===== config.mk =====
export PLATFORM = sky130hd
export DESIGN_NAME = gen2_stall_recover
export DESIGN_NICKNAME = d
export VERILOG_FILES = /design/src/rtl/gsr_pkg.sv /design/src/rtl/gsr_req_port.sv /design/src/rtl/gsr_hold_timer.sv /design/src/rtl/gen2_stall_recover.sv
export SDC_FILE = /design/constraint.sdc
export NUM_CORES = 1
export LEC_CHECK = 0
export ABC_AREA = 1
export ABC_CLOCK_PERIOD_IN_PS = 1600
export BUFFER_PORTS_ARGS = -buffer_cell sky130_fd_sc_hd__buf_4
export CORE_ASPECT_RATIO = 1.1
export CORE_MARGIN = 5
export CORE_UTILIZATION = 45
export DETAILED_ROUTE_END_ITERATION = 7
export MAX_ROUTING_LAYER = met4
export PLACE_DENSITY = 0.8
export RECOVER_POWER = 50
export SYNTH_ARGS = -nofsm -noshare
export SYNTH_HDL_FRONTEND = slang
export SYNTH_SLANG_ARGS = --single-unit

===== constraint.sdc =====
create_clock -name clk -period 1.6 [get_ports clk]
set_input_delay 0 -clock clk [delete_from_list [all_inputs] [get_ports clk]]
set_output_delay 0 -clock clk [all_outputs]
set_load 0.01 [all_outputs]

===== src/rtl/gsr_pkg.sv =====
package gsr_pkg;
  typedef enum logic [2:0] {
    S_IDLE,
    S_RD_RX,
    S_RD_OVR_SET,
    S_WR_OVR_SET,
    S_HOLD,
    S_RD_OVR_CLR,
    S_WR_OVR_CLR
  } seq_state_t;
endpackage


===== src/rtl/gsr_req_port.sv =====
module gsr_req_port #(
  parameter int ADDR_W = 16,
  parameter int DATA_W = 16
) (
  input  logic              clk,
  input  logic              rst,
  input  logic              issue,
  input  logic              issue_write,
  input  logic [ADDR_W-1:0] issue_addr,
  input  logic [DATA_W-1:0] issue_wdata,
  input  logic              phy_done,
  output logic              req_valid,
  output logic              req_write,
  output logic [ADDR_W-1:0] req_addr,
  output logic [DATA_W-1:0] req_wdata,
  output logic              accepted
);
  assign accepted = req_valid && phy_done;

  always_ff @(posedge clk) begin
    if (rst) begin
      req_valid <= 1'b0;
      req_write <= 1'b0;
      req_addr  <= '0;
      req_wdata <= '0;
    end else if (issue) begin
      req_valid <= 1'b1;
      req_write <= issue_write;
      req_addr  <= issue_addr;
      req_wdata <= issue_wdata;
    end else if (accepted) begin
      req_valid <= 1'b0;
    end
  end

  // a pending request is held unchanged until completion
  p_req_held_r3: assert property (@(posedge clk) disable iff (rst)
    (req_valid && !phy_done) |=> (req_valid && $stable(req_addr) &&
                                  $stable(req_write) && $stable(req_wdata)));

  // a new request is only launched when none is outstanding
  p_one_outstanding_r3: assert property (@(posedge clk) disable iff (rst)
    issue |-> (!req_valid || phy_done));
endmodule


===== src/rtl/gsr_hold_timer.sv =====
module gsr_hold_timer #(
  parameter int HOLD_CYCLES = 200000
) (
  input  logic clk,
  input  logic rst,
  input  logic load,
  output logic expired
);
  localparam int CW = $clog2(HOLD_CYCLES + 1);

  logic [CW-1:0] cnt;
  logic          run;

  always_ff @(posedge clk) begin
    if (rst) begin
      cnt <= '0;
      run <= 1'b0;
    end else if (load) begin
      cnt <= CW'(HOLD_CYCLES - 1);
      run <= 1'b1;
    end else if (run) begin
      if (cnt == '0) run <= 1'b0;
      else           cnt <= cnt - 1'b1;
    end
  end

  assign expired = run && (cnt == '0);

  // the down-counter never exceeds its load value while running
  p_timer_range_r7: assert property (@(posedge clk) disable iff (rst)
    run |-> (cnt <= CW'(HOLD_CYCLES - 1)));
endmodule


===== src/rtl/gen2_stall_recover.sv =====
module gen2_stall_recover
  import gsr_pkg::*;
#(
  parameter int                 ADDR_W      = 16,
  parameter int                 DATA_W      = 16,
  parameter int                 STATE_W     = 6,
  parameter logic [ADDR_W-1:0]  RXV_ADDR    = 16'h100D,
  parameter logic [ADDR_W-1:0]  OVR_ADDR    = 16'h1005,
  parameter int                 RXV_BIT     = 0,
  parameter int                 DATA_EN_BIT = 5,
  parameter int                 PLL_EN_BIT  = 3,
  parameter logic [STATE_W-1:0] STUCK_CODE  = 6'h0D,
  parameter int                 HOLD_CYCLES = 200000
) (
  input  logic               clk,
  input  logic               rst,
  input  logic               start,
  input  logic [STATE_W-1:0] ltssm_state,
  output logic               phy_req_valid,
  output logic               phy_req_write,
  output logic [ADDR_W-1:0]  phy_req_addr,
  output logic [DATA_W-1:0]  phy_req_wdata,
  input  logic               phy_done,
  input  logic [DATA_W-1:0]  phy_rdata,
  input  logic               phy_err,
  output logic               busy,
  output logic               fault,
  output logic               recovered
);
  localparam logic [DATA_W-1:0] ONE      = {{(DATA_W-1){1'b0}}, 1'b1};
  localparam logic [DATA_W-1:0] OVR_MASK = (ONE << DATA_EN_BIT) | (ONE << PLL_EN_BIT);
  localparam int                GW       = $clog2(HOLD_CYCLES + 1) + 1;

  seq_state_t        state, state_nx;
  logic              issue, issue_write;
  logic [ADDR_W-1:0] issue_addr;
  logic [DATA_W-1:0] issue_wdata;
  logic              accepted;
  logic              tmr_load, tmr_expired;
  logic              set_fault, set_rec;

  gsr_req_port #(.ADDR_W(ADDR_W), .DATA_W(DATA_W)) u_port (
    .clk(clk), .rst(rst),
    .issue(issue), .issue_write(issue_write),
    .issue_addr(issue_addr), .issue_wdata(issue_wdata),
    .phy_done(phy_done),
    .req_valid(phy_req_valid), .req_write(phy_req_write),
    .req_addr(phy_req_addr), .req_wdata(phy_req_wdata),
    .accepted(accepted)
  );

  gsr_hold_timer #(.HOLD_CYCLES(HOLD_CYCLES)) u_hold (
    .clk(clk), .rst(rst), .load(tmr_load), .expired(tmr_expired)
  );

  always_comb begin
    state_nx    = state;
    issue       = 1'b0;
    issue_write = 1'b0;
    issue_addr  = OVR_ADDR;
    issue_wdata = '0;
    tmr_load    = 1'b0;
    set_fault   = 1'b0;
    set_rec     = 1'b0;
    case (state)
      S_IDLE: if (start) begin
        issue      = 1'b1;
        issue_addr = RXV_ADDR;
        state_nx   = S_RD_RX;
      end
      S_RD_RX: if (accepted) begin
        if (phy_err) begin
          set_fault = 1'b1;
          state_nx  = S_IDLE;
        end else if (phy_rdata[RXV_BIT] || (ltssm_state != STUCK_CODE)) begin
          state_nx = S_IDLE;
        end else begin
          issue    = 1'b1;
          state_nx = S_RD_OVR_SET;
        end
      end
      S_RD_OVR_SET: if (accepted) begin
        if (phy_err) begin
          set_fault = 1'b1;
          state_nx  = S_IDLE;
        end else begin
          issue       = 1'b1;
          issue_write = 1'b1;
          issue_wdata = phy_rdata | OVR_MASK;
          state_nx    = S_WR_OVR_SET;
        end
      end
      S_WR_OVR_SET: if (accepted) begin
        if (phy_err) begin
          set_fault = 1'b1;
          state_nx  = S_IDLE;
        end else begin
          tmr_load = 1'b1;
          state_nx = S_HOLD;
        end
      end
      S_HOLD: if (tmr_expired) begin
        issue    = 1'b1;
        state_nx = S_RD_OVR_CLR;
      end
      S_RD_OVR_CLR: if (accepted) begin
        if (phy_err) begin
          set_fault = 1'b1;
          state_nx  = S_IDLE;
        end else begin
          issue       = 1'b1;
          issue_write = 1'b1;
          issue_wdata = phy_rdata & ~OVR_MASK;
          state_nx    = S_WR_OVR_CLR;
        end
      end
      S_WR_OVR_CLR: if (accepted) begin
        if (phy_err) set_fault = 1'b1;
        else         set_rec   = 1'b1;
        state_nx = S_IDLE;
      end
      default: state_nx = S_IDLE;
    endcase
  end

  always_ff @(posedge clk) begin
    if (rst) begin
      state     <= S_IDLE;
      fault     <= 1'b0;
      recovered <= 1'b0;
    end else begin
      state     <= state_nx;
      recovered <= set_rec;
      if (set_fault)                    fault <= 1'b1;
      else if (state == S_IDLE && start) fault <= 1'b0;
    end
  end

  assign busy = (state != S_IDLE);

  // Independent cycle count since the setting write completed (R7 check)
  logic [GW-1:0] gap_cnt;
  always_ff @(posedge clk) begin
    if (rst)                                             gap_cnt <= '0;
    else if (state == S_WR_OVR_SET && accepted && !phy_err) gap_cnt <= '0;
    else if (gap_cnt != '1)                              gap_cnt <= gap_cnt + 1'b1;
  end

  // leaving the hold only after the full hold window
  p_hold_window_r7: assert property (@(posedge clk) disable iff (rst)
    (state == S_HOLD && issue) |-> (gap_cnt >= GW'(HOLD_CYCLES - 1)));

  // first request of a pass reads the receiver status register
  p_first_read_r2: assert property (@(posedge clk) disable iff (rst)
    ($rose(phy_req_valid) && state == S_RD_RX) |-> (!phy_req_write && phy_req_addr == RXV_ADDR));

  // setting write carries both override bits
  p_set_bits_r6: assert property (@(posedge clk) disable iff (rst)
    (phy_req_valid && state == S_WR_OVR_SET) |-> ((phy_req_wdata & OVR_MASK) == OVR_MASK));

  // clearing write carries neither override bit
  p_clr_bits_r8: assert property (@(posedge clk) disable iff (rst)
    (phy_req_valid && state == S_WR_OVR_CLR) |-> ((phy_req_wdata & OVR_MASK) == '0));

  // nothing is pending while idle
  p_idle_quiet_r4: assert property (@(posedge clk) disable iff (rst)
    (state == S_IDLE) |-> !phy_req_valid);

  // recovered is a single-cycle pulse ending in idle
  p_rec_pulse_r9: assert property (@(posedge clk) disable iff (rst)
    recovered |-> (!busy ##1 !recovered));

  // a raised fault leaves no request in flight
  p_fault_stop_r10: assert property (@(posedge clk) disable iff (rst)
    fault |-> !phy_req_valid);
endmodule


==> flow_summary_export.csv <==
group,metric,value,unit
power_and_ir_drop,pwr-share-seq,0.482,
floorplan,io_pins,64,
power_and_ir_drop,netSwitchingFraction,0.307,
logic_synthesis,syn_inst,338,
floorplan,die_x,78.7,µm
power_and_ir_drop,switchingPower,0.742,mW
sta,setup_viol,0,
setup_path,path_buf_inv,1,
routing,wl_per_cell,12.7,µm
sta,finalCritPeriodShare,0.931,
logic_synthesis,synth_edf_count,0,
setup_path,crit_path_cell_trace,"inv_2, ha_1, nand2_1, nor3_1, xor2_1, nand2_1, a21oi_1",
clock_network,root_buffer,"clkbuf_8",
global_route,grt_start_max_net_pins,29,
logic_synthesis,ys_warn_count,0,
floorplan,die_y,85.6,µm
sta,hold_violations,0,
setup_path,critPathTopFamily,"simple AND/OR/NAND/NOR gates",
clock_network,cts_made_buffers,5,
clock_network,clk_pin_slew,0.08,ns
sta,drv_slew,0,
setup_path,cp.depth,7,
routing,via_per_inst,5.10,
setup_path,cp_slowest_cell,"dfxtp_2",
setup_path,worst-path-max-fanout,4,
finish,antenna_cells,0,
routing,drc,0,
setup_path,worst_ep_required_time,1.82,ns
setup_path,worst_setup_path_end_kind,"register",
floorplan,start_util,0.464,
hold_path,worstHoldStart,"phy_err",
global_route,grt_pass1_wl,9.74,mm
logic_synthesis,synth_most_common_cell,"nand2_1",
power_and_ir_drop,power.density,814,nW/µm²
routing,drt-pass1-iter-count,4,
hold_path,holdCritPathClass,"in2reg",
logic_synthesis,synth_area_leaders,"dfxtp_1 (37%), nand2_1 (13%), nand3_1 (7.1%)",
routing,drt_iter0_drc,93,
clock_network,clockBufferDepth,2,
sta,period_minus_slack,1.49,ns
global_route,antenna_found_initial,0,
power_and_ir_drop,ir_drop,611,µV
finish,fin_area,2970,µm²
setup_path,r2r_slack,0.11,ns
place,placed_cell_area,2770,µm²
hold_path,hold_path_end,"recovered",
status,status,"finished, final reports clean",
logic_synthesis,synthFlopType,"dfxtp_1",
power_and_ir_drop,power_frac_comb,0.214,
place,place_congestion,0.927,
routing,route.vias.total,2404,
place,placement.io_buffers,49,
setup_path,arrival,1.71,ns
clock_network,clk_latency,0.30,ns
logic_synthesis,syn_area,2340,µm²
routing,met3WireLength,377,µm
finish,finalNetCount,441,
setup_path,r2r_end,"u_hold.cnt[12]",
clock_network,numClockSinks,43,
logic_synthesis,synth_top_area_cell,"dfxtp_1",
power_and_ir_drop,clock_power_share,0.304,
global_route,grt_usage,0.181,
sta,fmax,0.671,GHz
logic_synthesis,yosys_register_bits,43,
setup_path,cp_common_cell,"nand2_1",
routing,routed.top_layer,"met4",
sta,fin_skew,0.00652,ns
power_and_ir_drop,p_int,1.68,mW
floorplan,fp-row-count,27,
clock_network,h-tree-depth,2,
logic_synthesis,ys_types,32,
routing,wl,5.98,mm
setup_path,rr_startpoint,"u_hold.cnt[1]",
clock_network,cts_tree,"done",
logic_synthesis,yosysTopAreaCellShare,0.368,
finish,area_growth,27.2,%
setup_path,start_kind,"register",
floorplan,die_area,6740,µm²
routing,wl_met2,3.13,mm
floorplan,core-area,5030,µm²
setup_path,path_class,"reg2reg",
power_and_ir_drop,total_power,2.42,mW
logic_synthesis,synthArstFlopShare,0,
power_and_ir_drop,power_leakage,1.40,nW
hold_path,hold_depth,4,
global_route,first_global_vias,2214,
run,maxCapViolations,0,
logic_synthesis,ys_seq_area_frac,0.368,
routing,postRouteAntennaNets,0,
finish,drive_above_1_share,0.213,
global_route,grt-ovfl-total,0,
routing,wl_met1,2.37,mm
setup_path,slowest_delay,0.34,ns
place,dp_hpwl,4.25,mm
logic_synthesis,synthTopCellsByCount,"nand2_1 (79), dfxtp_1 (43), nor2_1 (36), nand3_1 (33), a21oi_1 (32)",
logic_synthesis,syn_avg_cell_area,6.91,µm²
setup_path,reg2reg_depth,7,
-- worst max path at each step --
stage / from / endpoint / slack, ns
6_report: u_hold.cnt[1] / u_hold.cnt[12] / 0.11
5_1_grt: u_hold.cnt[2] / u_hold.cnt[14] / -0.002
4_1_cts: state[1] / u_port.req_wdata[12] / 0.03
3_5_place_dp: state[1] / u_port.req_wdata[12] / 0.04
3_3_place_gp: state[1] / u_port.req_wdata[13] / 0.08
2_1_floorplan: u_hold.cnt[0] / u_hold.cnt[1] / 0.05
-- layout by cell type (no fill, tap or decap), drive strengths merged --
cell         netlist  layout
nand4             11      11
clkbuf             3      30
a21oi             32      32
dfxtp             43      43
nor3               5       5
xnor2              4       4
nand2             81      81
nor2              42      42
a31oi              2       2
nand3             34      34
o21ai             11      11
xor2               3       3
o21a               1       1
o21bai             2       2
inv               32      32
nor3b              1       1
dlygate4sd3        0      14
a21o               1       1
o211ai             2       2
conb               1      12
clkinvlp           0       1
nand3b             1       1
clkinv             0       1
ha                 2       2
buf               22      43
or2                2       2
-- tightest hold or removal path: stages --
cell and delay, ns:
buf_4 0.11, nor2_1 0.06, inv_1 0.07, nor3_1 0.05
-- sequential cells by signal, indices dropped and copies added (netlist names) --
signal	flops
u_hold.cnt	18
u_port.req_wdata	15
state	3
u_port.req_addr	2
fault	1
recovered	1
u_hold.run	1
u_port.req_valid	1
u_port.req_write	1
-- metal layers --
metal / track usage / vias to the layer above
met5: - / -
li1: - / 1215
met2: 0.317 / 93
met1: 0.203 / 1087
met4: 0.0477 / 0
met3: 0.0494 / 9
-- kinds of logic after synthesis --
group / after synthesis / share of synthesized area
adder cells (fa/ha/maj): 2 / 0.0107
AO/OA/AOI/OAI: 51 / 0.121
buffers and inverters: 57 / 0.127
flip-flops: 43 / 0.368
AND/OR/NAND/NOR: 177 / 0.345
XOR/XNOR: 7 / 0.0262
other: 1 / 0.00160
-- power groups by stage --
stage	registers (mW)	clock network, mW	logic [mW]
6_report	1.17	0.736	0.518
4_1_cts	1.16	0.753	0.551
2_1_floorplan	1.19	0	0.344
5_1_grt	1.17	0.799	0.579
3_5_place_dp	1.18	0	0.522
3_3_place_gp	1.18	0	0.514
-- stage by stage --
| step | utilization | worst slack [ns] | cells | setup TNS [ns] | hold WS (ns) |
|---|---|---|---|---|---|
| global placement | 0.550 | 0.0816 | 446 | 0 | 0.264 |
| detailed placement | 0.550 | 0.0432 | 446 | 0 | 0.272 |
| CTS | 0.597 | 0.0289 | 468 | 0 | 0.0202 |
| global route | 0.591 | -0.00198 | 471 | -0.00198 | 0.0196 |
| floorplan | - | 0.0466 | 349 | 0 | 0.147 |
| finish | 0.591 | 0.111 | 471 | 0 | 0.0222 |
-- cell type report --
type	count	area, µm²
Tap cell	58	72.6
Sequential cell	43	872
Timing Repair Buffer	81	566
Clock inverter	2	16.3
Multi-Input combinational cell	249	1240
Fill cell	457	2060
Inverter	32	120
Clock buffer	6	82.6
-- timing repair --
action	4_1_cts	5_1_grt
resized for setup	0	22
hold buffers	14	0
endpoints found under the hold margin	14	0
setup buffers	0	3
setup endpoints to repair	0	35
No activity file was read; power rests on OpenSTA's default activity.
